==> src/rtl/trap_pkg.sv <==
package trap_pkg;
  localparam int unsigned INSTR_W = 32;
  localparam int unsigned MASK_W  = 5;
  localparam int unsigned IMM_W   = 16;
  localparam int unsigned WORD_W  = 32;

  localparam logic [5:0] OP_XFORM = 6'd31;
  localparam logic [5:0] OP_TWI   = 6'd3;
  localparam logic [5:0] OP_TDI   = 6'd2;
  localparam logic [9:0] XO_TW    = 10'd4;
  localparam logic [9:0] XO_TD    = 10'd68;

  localparam logic [15:0] PROG_VECTOR = 16'h0700;

  typedef enum logic [2:0] {
    FORM_NONE,
    FORM_TW,
    FORM_TD,
    FORM_TWI,
    FORM_TDI
  } trap_form_e;

  // condition vector ordered so bit i has mask weight 2**i
  typedef struct packed {
    logic slt;
    logic sgt;
    logic eq;
    logic ult;
    logic ugt;
  } cond_t;
endpackage

==> src/rtl/trap_decode.sv <==
module trap_decode
  import trap_pkg::*;
#(
  parameter int unsigned XLEN = 64
) (
  input  logic [INSTR_W-1:0] instr,
  output trap_form_e         form,
  output logic [MASK_W-1:0]  mask,
  output logic               known,
  output logic               is_word,
  output logic               uses_imm,
  output logic [XLEN-1:0]    imm_ext
);
  localparam int unsigned EXT_W = XLEN - IMM_W;

  logic [5:0] opcd;
  logic [9:0] xo;
  logic       unused_fields;

  assign opcd          = instr[31:26];
  assign xo            = instr[10:1];
  assign mask          = instr[25:21];
  assign unused_fields = ^{instr[20:16], instr[0]};

  always_comb begin
    form = FORM_NONE;
    if (opcd == OP_XFORM) begin
      if (xo == XO_TW)      form = FORM_TW;
      else if (xo == XO_TD) form = FORM_TD;
    end else if (opcd == OP_TWI) begin
      form = FORM_TWI;
    end else if (opcd == OP_TDI) begin
      form = FORM_TDI;
    end
  end

  assign known    = (form != FORM_NONE);
  assign is_word  = (form == FORM_TW) || (form == FORM_TWI);
  assign uses_imm = (form == FORM_TWI) || (form == FORM_TDI);
  assign imm_ext  = {{EXT_W{instr[IMM_W-1]}}, instr[IMM_W-1:0]};
endmodule

==> src/rtl/trap_compare.sv <==
module trap_compare
  import trap_pkg::*;
#(
  parameter int unsigned XLEN = 64
) (
  input  logic [XLEN-1:0] a,
  input  logic [XLEN-1:0] b,
  input  logic            is_word,
  output cond_t           cond
);
  localparam int unsigned HI_W = XLEN - WORD_W;

  logic [XLEN-1:0] a_s, b_s, a_u, b_u;

  // narrow operands are widened so one comparator serves both widths
  always_comb begin
    if (is_word) begin
      a_s = {{HI_W{a[WORD_W-1]}}, a[WORD_W-1:0]};
      b_s = {{HI_W{b[WORD_W-1]}}, b[WORD_W-1:0]};
      a_u = {{HI_W{1'b0}}, a[WORD_W-1:0]};
      b_u = {{HI_W{1'b0}}, b[WORD_W-1:0]};
    end else begin
      a_s = a;
      b_s = b;
      a_u = a;
      b_u = b;
    end
  end

  assign cond.slt = $signed(a_s) < $signed(b_s);
  assign cond.sgt = $signed(b_s) < $signed(a_s);
  assign cond.eq  = (a_u == b_u);
  assign cond.ult = a_u < b_u;
  assign cond.ugt = b_u < a_u;
endmodule

==> src/rtl/trap_eval_unit.sv <==
module trap_eval_unit
  import trap_pkg::*;
#(
  parameter int unsigned XLEN   = 64,
  parameter int unsigned ADDR_W = 64,
  parameter int unsigned STEP   = 4
) (
  input  logic               clk,
  input  logic               rst_n,
  input  logic               in_valid,
  input  logic [INSTR_W-1:0] instr,
  input  logic [ADDR_W-1:0]  cia,
  input  logic [XLEN-1:0]    opnd_a,
  input  logic [XLEN-1:0]    opnd_b,
  output logic               out_valid,
  output logic               trap_taken,
  output logic               illegal,
  output logic [ADDR_W-1:0]  next_pc,
  output logic [ADDR_W-1:0]  vector,
  output logic               status_trap
);
  localparam logic [ADDR_W-1:0] VEC_ADDR = ADDR_W'(PROG_VECTOR);
  localparam logic [ADDR_W-1:0] PC_STEP  = ADDR_W'(STEP);

  trap_form_e        form;
  logic [MASK_W-1:0] mask;
  logic              known, is_word, uses_imm;
  logic [XLEN-1:0]   imm_ext, b_sel;
  cond_t             cond;

  logic              fire_d, illegal_d;
  logic [ADDR_W-1:0] next_pc_d, vector_d;

  trap_decode #(.XLEN(XLEN)) u_decode (
    .instr    (instr),
    .form     (form),
    .mask     (mask),
    .known    (known),
    .is_word  (is_word),
    .uses_imm (uses_imm),
    .imm_ext  (imm_ext)
  );

  assign b_sel = uses_imm ? imm_ext : opnd_b;

  trap_compare #(.XLEN(XLEN)) u_compare (
    .a       (opnd_a),
    .b       (b_sel),
    .is_word (is_word),
    .cond    (cond)
  );

  always_comb begin
    fire_d    = known && |(mask & cond);
    illegal_d = !known;
    next_pc_d = fire_d ? cia : cia + PC_STEP;
    vector_d  = fire_d ? VEC_ADDR : '0;
  end

  always_ff @(posedge clk or negedge rst_n) begin
    if (!rst_n) begin
      out_valid <= 1'b0;
    end else begin
      out_valid <= in_valid;
    end
  end

  always_ff @(posedge clk or negedge rst_n) begin
    if (!rst_n) begin
      trap_taken  <= 1'b0;
      illegal     <= 1'b0;
      status_trap <= 1'b0;
      next_pc     <= '0;
      vector      <= '0;
    end else if (in_valid) begin
      trap_taken  <= fire_d;
      illegal     <= illegal_d;
      status_trap <= fire_d;
      next_pc     <= next_pc_d;
      vector      <= vector_d;
    end
  end
endmodule

==> config.mk <==
export PLATFORM = sky130hd
export DESIGN_NAME = trap_eval_unit
export DESIGN_NICKNAME = d
export VERILOG_FILES = /design/src/rtl/trap_pkg.sv /design/src/rtl/trap_decode.sv /design/src/rtl/trap_compare.sv /design/src/rtl/trap_eval_unit.sv
export SDC_FILE = /design/constraint.sdc
export NUM_CORES = 1
export LEC_CHECK = 0
export ABC_CLOCK_PERIOD_IN_PS = 1900
export BUFFER_PORTS_ARGS = -buffer_cell sky130_fd_sc_hd__buf_4
export CAP_MARGIN = 20
export CORE_ASPECT_RATIO = 0.75
export CORE_MARGIN = 2
export CORE_UTILIZATION = 35
export DETAILED_ROUTE_END_ITERATION = 8
export HOLD_SLACK_MARGIN = 0.15
export SLEW_MARGIN = 20
export SYNTH_ARGS = -nofsm -noshare
export SYNTH_HDL_FRONTEND = slang
export SYNTH_SLANG_ARGS = --single-unit
==> constraint.sdc <==
create_clock -name clk -period 1.9 [get_ports clk]
set_input_delay 0.38 -clock clk [delete_from_list [all_inputs] [get_ports clk]]
set_output_delay 0.38 -clock clk [all_outputs]
set_load 0.01 [all_outputs]
=== After elaboration in Yosys (flattened, before gate mapping) ===
Cells that the tools add are included.

* Input port bits: 227
* RAM bits: 0
* Logic and storage cells: 38
* Register bits after elaboration: 131
* Bits in latches: 0
* ROM bits: 0
* Memories: 0

* Divide/modulo/power cells: 0
* Add/sub/neg operators: 1
* Mux-type cells: 12
* Bitwise operators: 1
* Multipliers: 0
* Shifts and indexed selects: 0
* Reduce and logical (&&, ||, !) cells: 6
* $lt $le $gt $ge: 4
* Equal/unequal tests: 9

{| class="wikitable"
|+ Operators by type and width
! kind !! number
|-
| 2-to-1 mux 64 bit || 6
|-
| less-than comparator 64 bit || 4
|-
| adder 64 x 3 -> 64 bit (second input constant) || 1
|-
| equality test 64 bit || 1
|-
| equality test 6 x 2 -> 1 bit (second input constant) || 2
|-
| 2-to-1 mux 3 bit || 4
|-
| 2-to-1 mux 11 bit || 1
|-
| equality test 10 x 3 -> 1 bit (second input constant) || 1
|-
| equality test 10 x 7 -> 1 bit (second input constant) || 1
|-
| equality test 6 x 5 -> 1 bit (second input constant) || 1
|-
| AND 5 bit || 1
|-
| OR reduction 5 bit || 1
|-
| equality test 3 x 1 -> 1 bit (second input constant) || 1
|-
| equality test 3 x 2 -> 1 bit (second input constant) || 1
|-
| equality test 3 bit (second input constant) || 1
|-
| nonzero test 3 bit || 1
|-
| logical OR 1 bit || 2
|-
| 2-to-1 mux 2 bit || 1
|-
| logical AND 1 bit || 1
|-
| logical NOT 1 bit || 1
|}

=== Depth between registers and ports, before layout ===
* Word-level depth: 13
* Gate-level depth with buffers: 22
* Mapped depth without buffers: 19

=== Cells and area by module ===
Synthesis repeated with hierarchy kept, for this count alone.

* Cells, all modules: 1,104
* Area, all modules: 8,754.6 µm²

{| class="wikitable"
|+ Modules (own cells, without submodules)
! module !! instances !! seq. area each (µm²) !! area an instance (µm²) !! cells each
|-
| trap_eval_unit || 1 || 1,676.6 || 5,118.7 || 589
|-
| trap_compare || 1 || 0.0 || 3,000.4 || 429
|-
| trap_decode || 1 || 0.0 || 635.6 || 86
|}

=== Worst setup path before layout ===
No wires, ideal clock.

* Path type: in2reg
* From: input port instr[31]
* To: register next_pc[21]
* Arrival: 3,945 ps
* Slack: -2,182 ps
* Stages on the path: 21
* Setup time: 137 ps
* Cells stage by stage: nand2b_1 -> nor4_1 -> nand4_1 -> nor2_1 -> a21oi_1 -> nor2_1 -> clkbuf_1 -> nor2_1 -> ha_1 -> nand4_1 -> nor4_2 -> inv_1 -> o22ai_1 -> or3_1 -> nand3_1 -> and4b_1 -> buf_4 -> buf_2 -> nor4_2 -> xnor2_1 -> a21oi_1

* Word-level cells in the longest chain between the ends: 13

{| class="wikitable"
|+ Ends and longest elaborated chain
! what !! RTL line !! text
|-
| start, declared || trap_eval_unit.sv:11 || <nowiki>input logic [INSTR_W-1:0] instr,</nowiki>
|-
| equality test 6 x 2 -> 1 bit || trap_decode.sv:32 || <nowiki>end else if (opcd == OP_TDI) begin</nowiki>
|-
| 2-to-1 mux 3 bit || trap_decode.sv:32 ||
|-
| 2-to-1 mux 3 bit || trap_decode.sv:30 || <nowiki>end else if (opcd == OP_TWI) begin</nowiki>
|-
| 2-to-1 mux 3 bit * || trap_decode.sv:27 || <nowiki>if (opcd == OP_XFORM) begin</nowiki>
|-
| equality test 3 x 2 -> 1 bit or equality test 3 bit (tied branches) || trap_decode.sv:38, trap_decode.sv:39 ||
|-
| logical OR 1 bit || trap_decode.sv:39 || <nowiki>assign uses_imm = (form == FORM_TWI) || (form == FORM_TDI);</nowiki>
|-
| 2-to-1 mux 64 bit || trap_eval_unit.sv:44 || <nowiki>assign b_sel = uses_imm ? imm_ext : opnd_b;</nowiki>
|-
| 2-to-1 mux 64 bit || trap_compare.sv:17 || <nowiki>if (is_word) begin</nowiki>
|-
| less-than comparator 64 bit, or another cell as far along || trap_compare.sv:34 || <nowiki>assign cond.ugt = b_u < a_u;</nowiki>
|-
| AND 5 bit || trap_eval_unit.sv:54 || <nowiki>fire_d = known && |(mask & cond);</nowiki>
|-
| OR reduction 5 bit || trap_eval_unit.sv:54 ||
|-
| logical AND 1 bit * || trap_eval_unit.sv:54 ||
|-
| 2-to-1 mux 64 bit * || trap_eval_unit.sv:56 || <nowiki>next_pc_d = fire_d ? cia : cia + PC_STEP;</nowiki>
|-
| end signal, assigned || trap_eval_unit.sv:79 || <nowiki>next_pc <= next_pc_d;</nowiki>
|-
| end, declared || trap_eval_unit.sv:18 || <nowiki>output logic [ADDR_W-1:0] next_pc,</nowiki>
|}

Mark *: on every way between the ends. The rest lies on a longest branch, timed or not.
A chain may end at the register's enable or synchronous reset.

=== Final worst setup path ===
* From: input port instr[31]
* To: register next_pc[43]

Same word-level chain as after synthesis.

==> out/qor.yml <==
antenna_found_initial: 0
fin_nets: 2033
rows: 50
utilization: 0.581
max_freq_mhz: 236
clk_path_buf_depth: 2
hold_end: "next_pc[1]"
rsz0062_at_grt: "true"
antenna_cells: 0
instances_no_fill: 2022
reg2reg_to: "vector[9]"
io_pins: 359
path_clk_slew_ns: 0.06
firstDrtPassIters: 5
fp.coreArea_sq_um: 24800
synthCells: 1169
place_ws_ns: -2.93
fin_ws_ns: -2.33
drtIter0Drc: 560
syn-cell-area_sq_um: 8790
die_width_um: 187
period_share: 2.23
cts_root_buffer: "clkbuf_16"
drc: 0
wl_per_cell_um: 16.2
vias: 10000
powerDensity_nw_per_um2: 405
ff2ff_setup_slack_ns: 1.10
grt_pass1_vias: 9441
holdPathStages: 2
synth.avg_cell_area_sq_um: 7.52
start_kind: "input pin"
finalCriticalPeriod_ns: 4.23
crit_fanout: 7
p_total_mw: 5.85
reg2reg_depth: 2
finClkSkew_ns: 0
cts_sinks: 67
start_util: 0.354
regToRegStartpoint: "vector[9]"
status: "complete, but fails checks"
ir_drop_v: 0.000434
p_leak_nw: 7.04
hold_path_class: "in -> reg"
maxCapViolations: 0
yosysWarnings: 0
drv_slew: 0
tightest_slew_ns: 0.534
yosysSeqAreaShare: 0.191
cp_data_required_time_ns: 2.16
nFillCells: 2271
die_y_um: 141
cp.arrival_ns: 4.49
synth_ff_type: "dfrtp_1"
synth_cell_types: 60
grt_overflow: 0
grt_pass1_wl_mm: 49.5
antenna_left: 0
die-area_sq_um: 26400
cts_tree: "built"
cts_buffers: 9
relSlewSlack: 0.644
grt_max_degree: 43
routed_wl_mm: 32.8
endpoint_kind: "flop"
groute.usage.overall: 0.232
ys_ff_latch: 67
dp_hpwl_mm: 25.6
violations: "setup timing"
drive_gt1_frac: 0.426
routabilityCongestion: 0.899
holdCritStartpoint: "cia[1]"
setup_violations: 63
clk_latency_ns: 0.34
areaGrowthSynthToFinish_pct: 64.3
cts-htree-levels: 3
final-hold-violation-count: 0
critPathKind: "in -> reg"
drt-vias-per-instance: 4.97
dp.cells: 1973
synth_edf_count: 0
io_buffers: 292
async_flop_share: 1.00
fin_tns_setup_ns: -140.16
## where the power goes
part	internal (mW)	leakage [nW]	total, mW	switching, mW
clock	1.04	0.145	1.76	0.723
combinational	1.27	6.15	2.44	1.17
sequential	1.56	0.748	1.64	0.0856
total	3.87	7.04	5.85	1.98
## worst max-delay path: stages
cell and delay, ns:
buf_6 0.06, nand2b_4 0.12, buf_6 0.11, nor4_4 0.03
buf_4 0.15, a21oi_4 0.36, o21a_4 0.28, buf_6 0.16
o21ai_4 0.06, ha_1 0.28, nand4_1 0.21, nor4_4 0.37
nand4_1 0.12, buf_4 0.18, a311o_1 0.34, nand4_1 0.16
a41oi_4 0.15, buf_4 0.18, buf_16 0.13, or4_1 0.45
a31oi_1 0.17
## cell usage after synthesis, types with 4 or more instances
cell type / count / share of area
a221oi_1: 6 / 0.0060
inv_1: 81 / 0.035
a211oi_1: 9 / 0.0077
o211ai_1: 7 / 0.0060
nand2b_1: 7 / 0.0050
nor4_2: 13 / 0.019
ha_1: 127 / 0.18
xnor2_1: 59 / 0.059
and3_2: 4 / 0.0034
dfrtp_1: 67 / 0.19
nand4_1: 47 / 0.033
o21ai_0: 59 / 0.034
nor4_1: 8 / 0.0057
and2_1: 36 / 0.026
nand3_1: 41 / 0.023
nor2_1: 122 / 0.052
and3_1: 7 / 0.0050
and4_1: 7 / 0.0070
buf_2: 6 / 0.0034
nor3_1: 49 / 0.028
a21oi_1: 102 / 0.058
clkbuf_1: 43 / 0.018
nand2_1: 111 / 0.047
a21o_1: 22 / 0.019
buf_4: 66 / 0.056
## how the worst max path moves through the flow
stage	start	end	slack (ns)
final	instr[31]	next_pc[43]	-2.33
after global routing	instr[9]	next_pc[43]	-2.49
after CTS	instr[31]	next_pc[47]	-2.26
after detailed placement	instr[30]	next_pc[11]	-2.93
after global placement	instr[30]	next_pc[11]	-2.87
after floorplan	instr[31]	next_pc[21]	-1.97
## stage by stage
step                      hold WS, ns  cell area, sq um
final                           0.280             14400
after global routing            0.277             14400
after CTS                       0.270             13800
after detailed placement        0.390             13200
after global placement          0.380             13200
after floorplan                0.0844              9420
## cell type report
type	count	area, sq um	area share
Tap cell	338	423	0.0293
Multi-Input combinational cell	962	7080	0.491
Timing Repair Buffer	558	4640	0.322
Clock buffer	9	225	0.0156
Inverter	81	304	0.0211
Sequential cell	67	1680	0.116
Clock inverter	7	82.6	0.00572
## layer usage
metal	global-route usage	share of wire
met5	0	0
met4	0.0581	0.019
met3	0.0416	0.060
met2	0.367	0.45
met1	0.325	0.47
## state kept, by name, summed over array words and instances, names as in the netlist
register,cells
next_pc,64
illegal,1
out_valid,1
vector,1
## kinds of logic (layout without fill, tap and decap cells)
kind of cell / Yosys count / after routing / synth area share
compound gates: 225 / 226 / 0.150
xor+xnor: 59 / 59 / 0.0588
fa+ha+maj: 127 / 127 / 0.181
buf+inv: 202 / 655 / 0.120
flops: 67 / 67 / 0.191
mux: 5 / 5 / 0.00612
other cells: 1 / 61 / 0.000427
simple gates: 483 / 484 / 0.293
## cells in the final DEF (no fill, tap or decap), types with 7 or more instances in the layout
cell / instances
inv_1: 80
o21ai_2: 16
ha_1: 119
and2_1: 34
buf_12: 15
ha_4: 8
xnor2_1: 57
and3_1: 7
o21ai_0: 29
nand2_1: 110
nor3_4: 13
nand4_1: 47
nor3_2: 32
nor4_4: 14
buf_6: 12
o211ai_1: 7
a21o_1: 22
a211oi_1: 8
nand3_1: 40
buf_4: 517
nor2_2: 7
conb_1: 61
nor2_1: 115
and4_1: 7
a21oi_1: 99
clkbuf_16: 16
dfrtp_1: 67
o21ai_1: 14
## timing repair
action / 4_1_cts / 5_1_grt
hold endpoints to repair: 32 / 0
gates cloned: 4 / 8
buffers inserted: 6 / 15
gates resized for setup: 31 / 82
setup endpoints to repair: 63 / 63
pin swaps: 11 / 35
hold buffers: 1 / 0
(Power assumes the default switching activity.)
